**config.mk**
```make
export PLATFORM = sky130hd
export DESIGN_NAME = gate_deadtime
export DESIGN_NICKNAME = d
export VERILOG_FILES = /design/src/rtl/gd_pkg.sv /design/src/rtl/gd_offtimer.sv /design/src/rtl/gd_phase.sv /design/src/rtl/gate_deadtime.sv
export SDC_FILE = /design/constraint.sdc
export NUM_CORES = 1
export LEC_CHECK = 0
export BUFFER_PORTS_ARGS = -buffer_cell sky130_fd_sc_hd__buf_4
export CAP_MARGIN = 5
export CORE_UTILIZATION = 54
export DETAILED_ROUTE_END_ITERATION = 6
export PLACE_DENSITY = 0.77
export SYNTH_ARGS = -nofsm -noshare
export SYNTH_HDL_FRONTEND = slang
export SYNTH_SLANG_ARGS = --single-unit
```
**constraint.sdc**
```tcl
create_clock -name clk -period 1.5 [get_ports clk]
set_input_delay 0.3 -clock clk [delete_from_list [all_inputs] [get_ports clk]]
set_output_delay 0.3 -clock clk [all_outputs]
set_load 0.05 [all_outputs]
```
**src/rtl/gd_pkg.sv**
```systemverilog
package gd_pkg;
  typedef struct packed {
    logic hi;
    logic lo;
  } gate_pair_t;
endpackage

```
**src/rtl/gd_offtimer.sv**
```systemverilog
module gd_offtimer #(
  parameter int DT_CYCLES = 170
) (
  input  logic clk,
  input  logic rst,
  input  logic hold_clr,
  output logic ready
);
  localparam int CW = (DT_CYCLES > 2) ? $clog2(DT_CYCLES) : 1;
  localparam logic [CW-1:0] LAST = CW'(DT_CYCLES - 1);

  logic [CW-1:0] cnt;

  always_ff @(posedge clk) begin
    if (rst || hold_clr) cnt <= '0;
    else if (cnt != LAST) cnt <= cnt + 1'b1;
  end

  assign ready = (cnt == LAST);

  assert_clear_drops_ready_R7: assert property (@(posedge clk) disable iff (rst)
    hold_clr |=> !ready);
  assert_ready_needs_quiet_R5: assert property (@(posedge clk) disable iff (rst)
    $rose(ready) |-> $past(!hold_clr));
endmodule

```
**src/rtl/gd_phase.sv**
```systemverilog
module gd_phase
  import gd_pkg::*;
#(
  parameter int DT_CYCLES = 170
) (
  input  logic       clk,
  input  logic       rst,
  input  logic       force_off,
  input  gate_pair_t req,
  output gate_pair_t gate
);
  logic hi_q, lo_q;
  logic hi_off_rdy, lo_off_rdy;
  logic hi_want, lo_want;

  // Each side counts its own off time; the opposite side reads it.
  gd_offtimer #(.DT_CYCLES(DT_CYCLES)) u_hi_off (
    .clk(clk), .rst(rst), .hold_clr(force_off | hi_q), .ready(hi_off_rdy)
  );
  gd_offtimer #(.DT_CYCLES(DT_CYCLES)) u_lo_off (
    .clk(clk), .rst(rst), .hold_clr(force_off | lo_q), .ready(lo_off_rdy)
  );

  assign hi_want = req.hi & ~req.lo & ~force_off;
  assign lo_want = req.lo & ~req.hi & ~force_off;

  always_ff @(posedge clk) begin
    if (rst) begin
      hi_q <= 1'b0;
      lo_q <= 1'b0;
    end else begin
      hi_q <= hi_want & (hi_q | lo_off_rdy);
      lo_q <= lo_want & (lo_q | hi_off_rdy);
    end
  end

  assign gate.hi = hi_q;
  assign gate.lo = lo_q;

  assert_no_overlap_R2: assert property (@(posedge clk) disable iff (rst)
    !(hi_q && lo_q));
  assert_hi_release_R3: assert property (@(posedge clk) disable iff (rst)
    !req.hi |=> !hi_q);
  assert_lo_release_R3: assert property (@(posedge clk) disable iff (rst)
    !req.lo |=> !lo_q);
  assert_hi_waits_R5: assert property (@(posedge clk) disable iff (rst)
    $rose(hi_q) |-> $past(lo_off_rdy));
  assert_lo_waits_R5: assert property (@(posedge clk) disable iff (rst)
    $rose(lo_q) |-> $past(hi_off_rdy));
  assert_both_req_off_R6: assert property (@(posedge clk) disable iff (rst)
    (req.hi && req.lo) |=> (!hi_q && !lo_q));
  assert_force_off_R7: assert property (@(posedge clk) disable iff (rst)
    force_off |=> (!hi_q && !lo_q));
endmodule

```
**src/rtl/gate_deadtime.sv**
```systemverilog
module gate_deadtime
  import gd_pkg::*;
#(
  parameter int NPH       = 3,
  parameter int DT_CYCLES = 170
) (
  input  logic           clk,
  input  logic           rst,
  input  logic           force_off,
  input  logic [NPH-1:0] hi_req,
  input  logic [NPH-1:0] lo_req,
  output logic [NPH-1:0] hi_gate,
  output logic [NPH-1:0] lo_gate
);
  initial begin
    if (DT_CYCLES < 2) $error("DT_CYCLES must be at least 2");
  end

  for (genvar p = 0; p < NPH; p++) begin : g_phase
    gate_pair_t req_p, gate_p;
    assign req_p.hi = hi_req[p];
    assign req_p.lo = lo_req[p];

    gd_phase #(.DT_CYCLES(DT_CYCLES)) u_phase (
      .clk(clk), .rst(rst), .force_off(force_off), .req(req_p), .gate(gate_p)
    );

    assign hi_gate[p] = gate_p.hi;
    assign lo_gate[p] = gate_p.lo;

    assert_phase_isolated_R8: assert property (@(posedge clk) disable iff (rst)
      ($stable(hi_req[p]) && $stable(lo_req[p]) && !force_off && !$past(force_off)
       && $past(hi_gate[p]) && hi_req[p] && !lo_req[p]) |=> hi_gate[p]);
  end

  assert_all_off_after_force_R7: assert property (@(posedge clk) disable iff (rst)
    force_off |=> (hi_gate == '0 && lo_gate == '0));
endmodule

```
# Yosys cells after proc, flatten, opt, wreduce, memory -nomap -nowiden
# Index checks and enable logic that the tools add are counted.
# word_totals
memories	0
in_bits	9
mem_bits_ro	0
latch_bits	0
reg_bits	54
ramBits	0
output_inout_bits	6
# classes
bitwise_logic	37
n_addsub	6
eq_ne	12
n_mul	0
magnitude_cmp	0
n_reduce_logical	6
div_mod_pow	0
shift	0
n_mux	0
# ops
op	n
8-bit by 1-bit adder with 8-bit output (second input constant)	6
8-bit equality test (second input constant)	6
8-bit != test (second input constant)	6
1-bit AND	18
1-bit bitwise OR	12
1-bit inverter	7
1-bit logical OR	6

# Depth between registers and ports, before layout
# logic_depth
ltp_word	4
ltp_mapped	6
ltp_nobuf	5

# Modules after synthesis
# A second synthesis with hierarchy kept.
# unflattened
cells_unflattened	302
hier_area_um2	2723.9
# by_module_without_submodules
module	cells_per_inst	area_each_um2	n_inst	seq_area_each_um2
gd_offtimer at g_phase[0].u_phase.u_hi_off ...	45	402.9	5	160.2
gd_offtimer at g_phase[2].u_phase.u_hi_off	44	397.9	1	160.2
gd_phase	11	103.8	3	40.0

# Worst setup path after synthesis
# OpenSTA, ideal clock, no wires.
# synth_path
path_type	flip-flop to flip-flop
start	register g_phase[0].u_phase.u_hi_off.cnt[0]
end	register g_phase[0].u_phase.u_hi_off.cnt[1]
setup_time_ps	123
arrival_ps	1396
path_stages_with_launch	6
path_slack_ps	-19
required_time_ps	1377
cell_sequence	dfxtp_1 -> ha_1 -> nor4bb_1 -> and4b_1 -> buf_2 -> mux2_1
# synth_between
elab_chain_len	1
elab_cells_between_ends	2
# synth_lines
item	line	source
from (decl)	gd_offtimer.sv:12	logic [CW-1:0] cnt;
from (signal assigned)	gd_offtimer.sv:16	else if (cnt != LAST) cnt <= cnt + 1'b1;
8-bit by 1-bit adder with 8-bit output / 8-bit != test (equally long branches)	gd_offtimer.sv:16	
# Several ways; a longest one is shown, not always the timed one.
# A chain may end at the register's enable or synchronous reset.

# Worst setup path in the final report
# layout_path
start	register g_phase[0].u_phase.u_hi_off.cnt[1]
end	register g_phase[0].u_phase.u_hi_off.cnt[1]
# Same word-level chain as after synthesis.

==> run_results.csv <==
group,metric,value,unit
outcome,status,"finished clean",
cts,cts_buffer_depth,2,
global_route,antenna_found_initial,0,
worst_setup_path,start_kind,"flop",
placed_design,place_area,2790,um^2
worst_setup_path,worstReg2RegEnd,"g_phase[0].u_phase.u_hi_off.cnt[1]",
placed_design,gp_congestion,0.815,
worst_setup_path,path_max_fanout,2,
timing,hold_viol,0,
worst_setup_path,arrival,1.62,ns
floorplanning,fp.dieArea,5260,um^2
global_route,grt_pass1_vias,1933,
synthesis,synth.distinct_cells,38,
layout,finalNonFillerCells,376,
route,drt_pre_antenna_iters,4,
layout,stdcell_area,2940,um^2
placed_design,post-place-ws,0.0637,ns
timing,worst_pin_slew,0.332,ns
layout,antennaDiodeCount,0,
floorplanning,fp-row-count,25,
synthesis,synth_warnings,0,
timing,final-max-slew-violation-count,0,
route,wire_per_inst,12.6,um
layout,final_common_cell,"dfxtp_1",
global_route,grt_pass1_wl,8.30,mm
timing,max_freq,0.703,GHz
flow_run,drv_cap,0,
layout,finalNetCount,329,
timing,finalCriticalPeriod,1.42,ns
floorplanning,io_pins,15,
layout,layout-drive-gt1-share,12.6,%
worst_setup_path,rrSetupSlack,0.08,ns
placed_design,dp.cells,368,
synthesis,yosys.area.top_type,"dfxtp_1",
synthesis,syn_area,2690,um^2
cts,clkTransAtPathRegs,0.09,ns
cts,clkLatencyLatePin,0.31,ns
worst_setup_path,r2r_cells,5,
power,ir_drop,0.478,mV
synthesis,synthCells,300,
worst_setup_path,startpoint,"g_phase[0].u_phase.u_hi_off.cnt[1]",
synthesis,avgSynthCellArea,8.96,um^2
floorplanning,die_h,72.5,um
floorplanning,fp.coreArea,4750,um^2
global_route,grtUsageMet3,5.42,%
global_route,grt_max_degree,17,
worst_setup_path,worst_path_max_delay_cell,"dfxtp_1",
route,vias,2116,
placed_design,hpwl,3.48,mm
timing,setup_ws,0.0783,ns
timing,fin_skew,0.00814,ns
worst_setup_path,endpoint_kind,"flop",
worst_setup_path,worstPathRequired,1.70,ns
timing,setup_viol,0,
global_route,busiest_layer,"met2",
cts,ctsHtreeMaxLevel,2,
worst_setup_path,path_cells,"inv_1 -> ha_1 -> nor4bb_2 -> and4b_1 -> mux2_1",
worst_setup_path,slowest_delay,0.32,ns
route,drc_errors,0,
placed_design,portBuffers,14,
synthesis,synth-seq-cells,54,
power,finalPower,2.76,mW
layout,area_delta_synth_final,9.36,%
route,drtAntennaViolNets,0,
cts,tritoncts,"built",
synthesis,synthesis.nets,321,
worst_setup_path,crit_path_end,"g_phase[0].u_phase.u_hi_off.cnt[1]",
route,dr.first_iter.drc_count,80,
timing,relSlewSlack,77.8,%
worst_setup_path,reg2reg_from,"g_phase[0].u_phase.u_hi_off.cnt[1]",
power,p_leak,0.992,nW
synthesis,yosysSeqAreaShare,40.2,%
worst_setup_path,path_class,"flop to flop",
synthesis,synth_area_leaders,"dfxtp_1, ha_1, nand3_1",
cts,cts.sinks,54,
power,powerDensity,940,nW/um^2
global_route,grt.met2_usage,32.1,%
route,viasPerCell,5.63,
route,wl,4.74,mm
layout,num-fill-cells,441,
synthesis,netlist.area_leader.share,40.2,%
global_route,grtUsageTotal,19.9,%
global_route,grt_overflow,0,
worst_hold_path,hold_class,"primary input to flop",
timing,period_share,94.8,%
floorplanning,initial_utilization,56.5,%
global_route,grt_use_met1,26.1,%
layout,final_cell_mix,"dfxtp_1, nand3_1, o21ai_0",
floorplanning,fp.dieW,72.5,um
cts,cts-root-buf,"clkbuf_8",
cts,cts_buffers,5,
kinds of logic after synthesis:
family                     synth area share [%]
xor gates and xnor gates                   5.87
buffers and inverters                      6.47
AOI/OAI and AO/OA                          11.1
muxes                                      1.16
adders and majority gates                  5.59
DFF                                        40.2
and+or+nand+nor                            29.6
sequential cells by signal (all words and copies together), names as in the netlist:
name	flops
g_phase.u_phase.hi_q	3
g_phase.u_phase.lo_q	3
g_phase.u_phase.u_hi_off.cnt	24
g_phase.u_phase.u_lo_off.cnt	24
layout make-up:
class	instances	area, um^2	area share [%]
Clock buffer	6	82.6	2.81
Timing Repair Buffer	17	131	4.47
Tap cell	67	83.8	2.85
Multi-Input combinational cell	214	1440	49.0
Inverter	16	60.1	2.04
Sequential cell	54	1080	36.8
Clock inverter	2	60.1	2.04
how the worst min path moves through the flow:
stage,startpoint,endpoint,slack (ns),cells after the start
finish,lo_req[0],g_phase[0].u_phase.hi_q,0.16,2
global route,lo_req[0],g_phase[0].u_phase.hi_q,0.14,2
CTS,lo_req[0],g_phase[0].u_phase.hi_q,0.14,2
detailed placement,g_phase[1].u_phase.u_hi_off.cnt[7],g_phase[1].u_phase.u_hi_off.cnt[7],0.48,2
global placement,g_phase[2].u_phase.u_lo_off.cnt[7],g_phase[2].u_phase.u_lo_off.cnt[7],0.47,2
floorplan,lo_req[0],g_phase[0].u_phase.hi_q,0.38,1
critical path, delay by kind of cell (launching register included):
family                   cells  cell delay [ns]
flip-flops                   1             0.32
multiplexers                 1             0.32
adder cells (fa/ha/maj)      1             0.13
buffers and inverters        1             0.07
AND/OR/NAND/NOR              2             0.47
metal layers:
layer,part of all wire (%),wire (um)
met2,46,2180
met3,3.2,150
met1,50,2360
met5,0,0
met4,0.99,47
through the flow:
stage | setup TNS (ns) | hold slack [ns] | utilization [%]
after floorplan | 0 | 0.377 | -
after global routing | -0.0622 | 0.143 | 61.8
after global placement | 0 | 0.468 | 58.6
after detailed placement | 0 | 0.481 | 58.6
final | 0 | 0.157 | 61.8
after CTS | 0 | 0.144 | 61.6
report_power, final:
group          internal (mW)  switching, mW  total, mW
sequential              1.45         0.0218       1.47
clock                  0.711          0.467       1.18
combinational         0.0547         0.0603      0.115
synthesized netlist by cell type:
cell type	count
a2111oi_2	2
a211oi_1	1
a21boi_0	1
a21oi_1	20
and2_1	1
and3_1	2
and3b_1	2
and4b_1	2
and4bb_2	2
buf_2	7
buf_4	6
buf_6	3
dfxtp_1	54
ha_1	12
inv_1	16
mux2_1	1
mux2i_1	2
nand2_1	8
nand2b_1	1
nand3_1	27
nand3b_1	2
nand4_1	7
nand4b_1	1
nand4bb_1	2
nor2_1	17
nor3_1	20
nor3_2	1
nor3b_1	3
nor3b_2	5
nor4b_1	3
nor4bb_1	1
o2111a_1	3
o21ai_0	24
or3_1	20
or3_4	2
or3b_1	1
xnor2_1	7
xor2_1	11
timing repair:
action,4_1_cts,5_1_grt
endpoints found under the setup margin,0,3
hold buffers,0,0
buffers inserted,0,0
resized for setup,0,2
No activity file was read; power rests on OpenSTA's default activity.
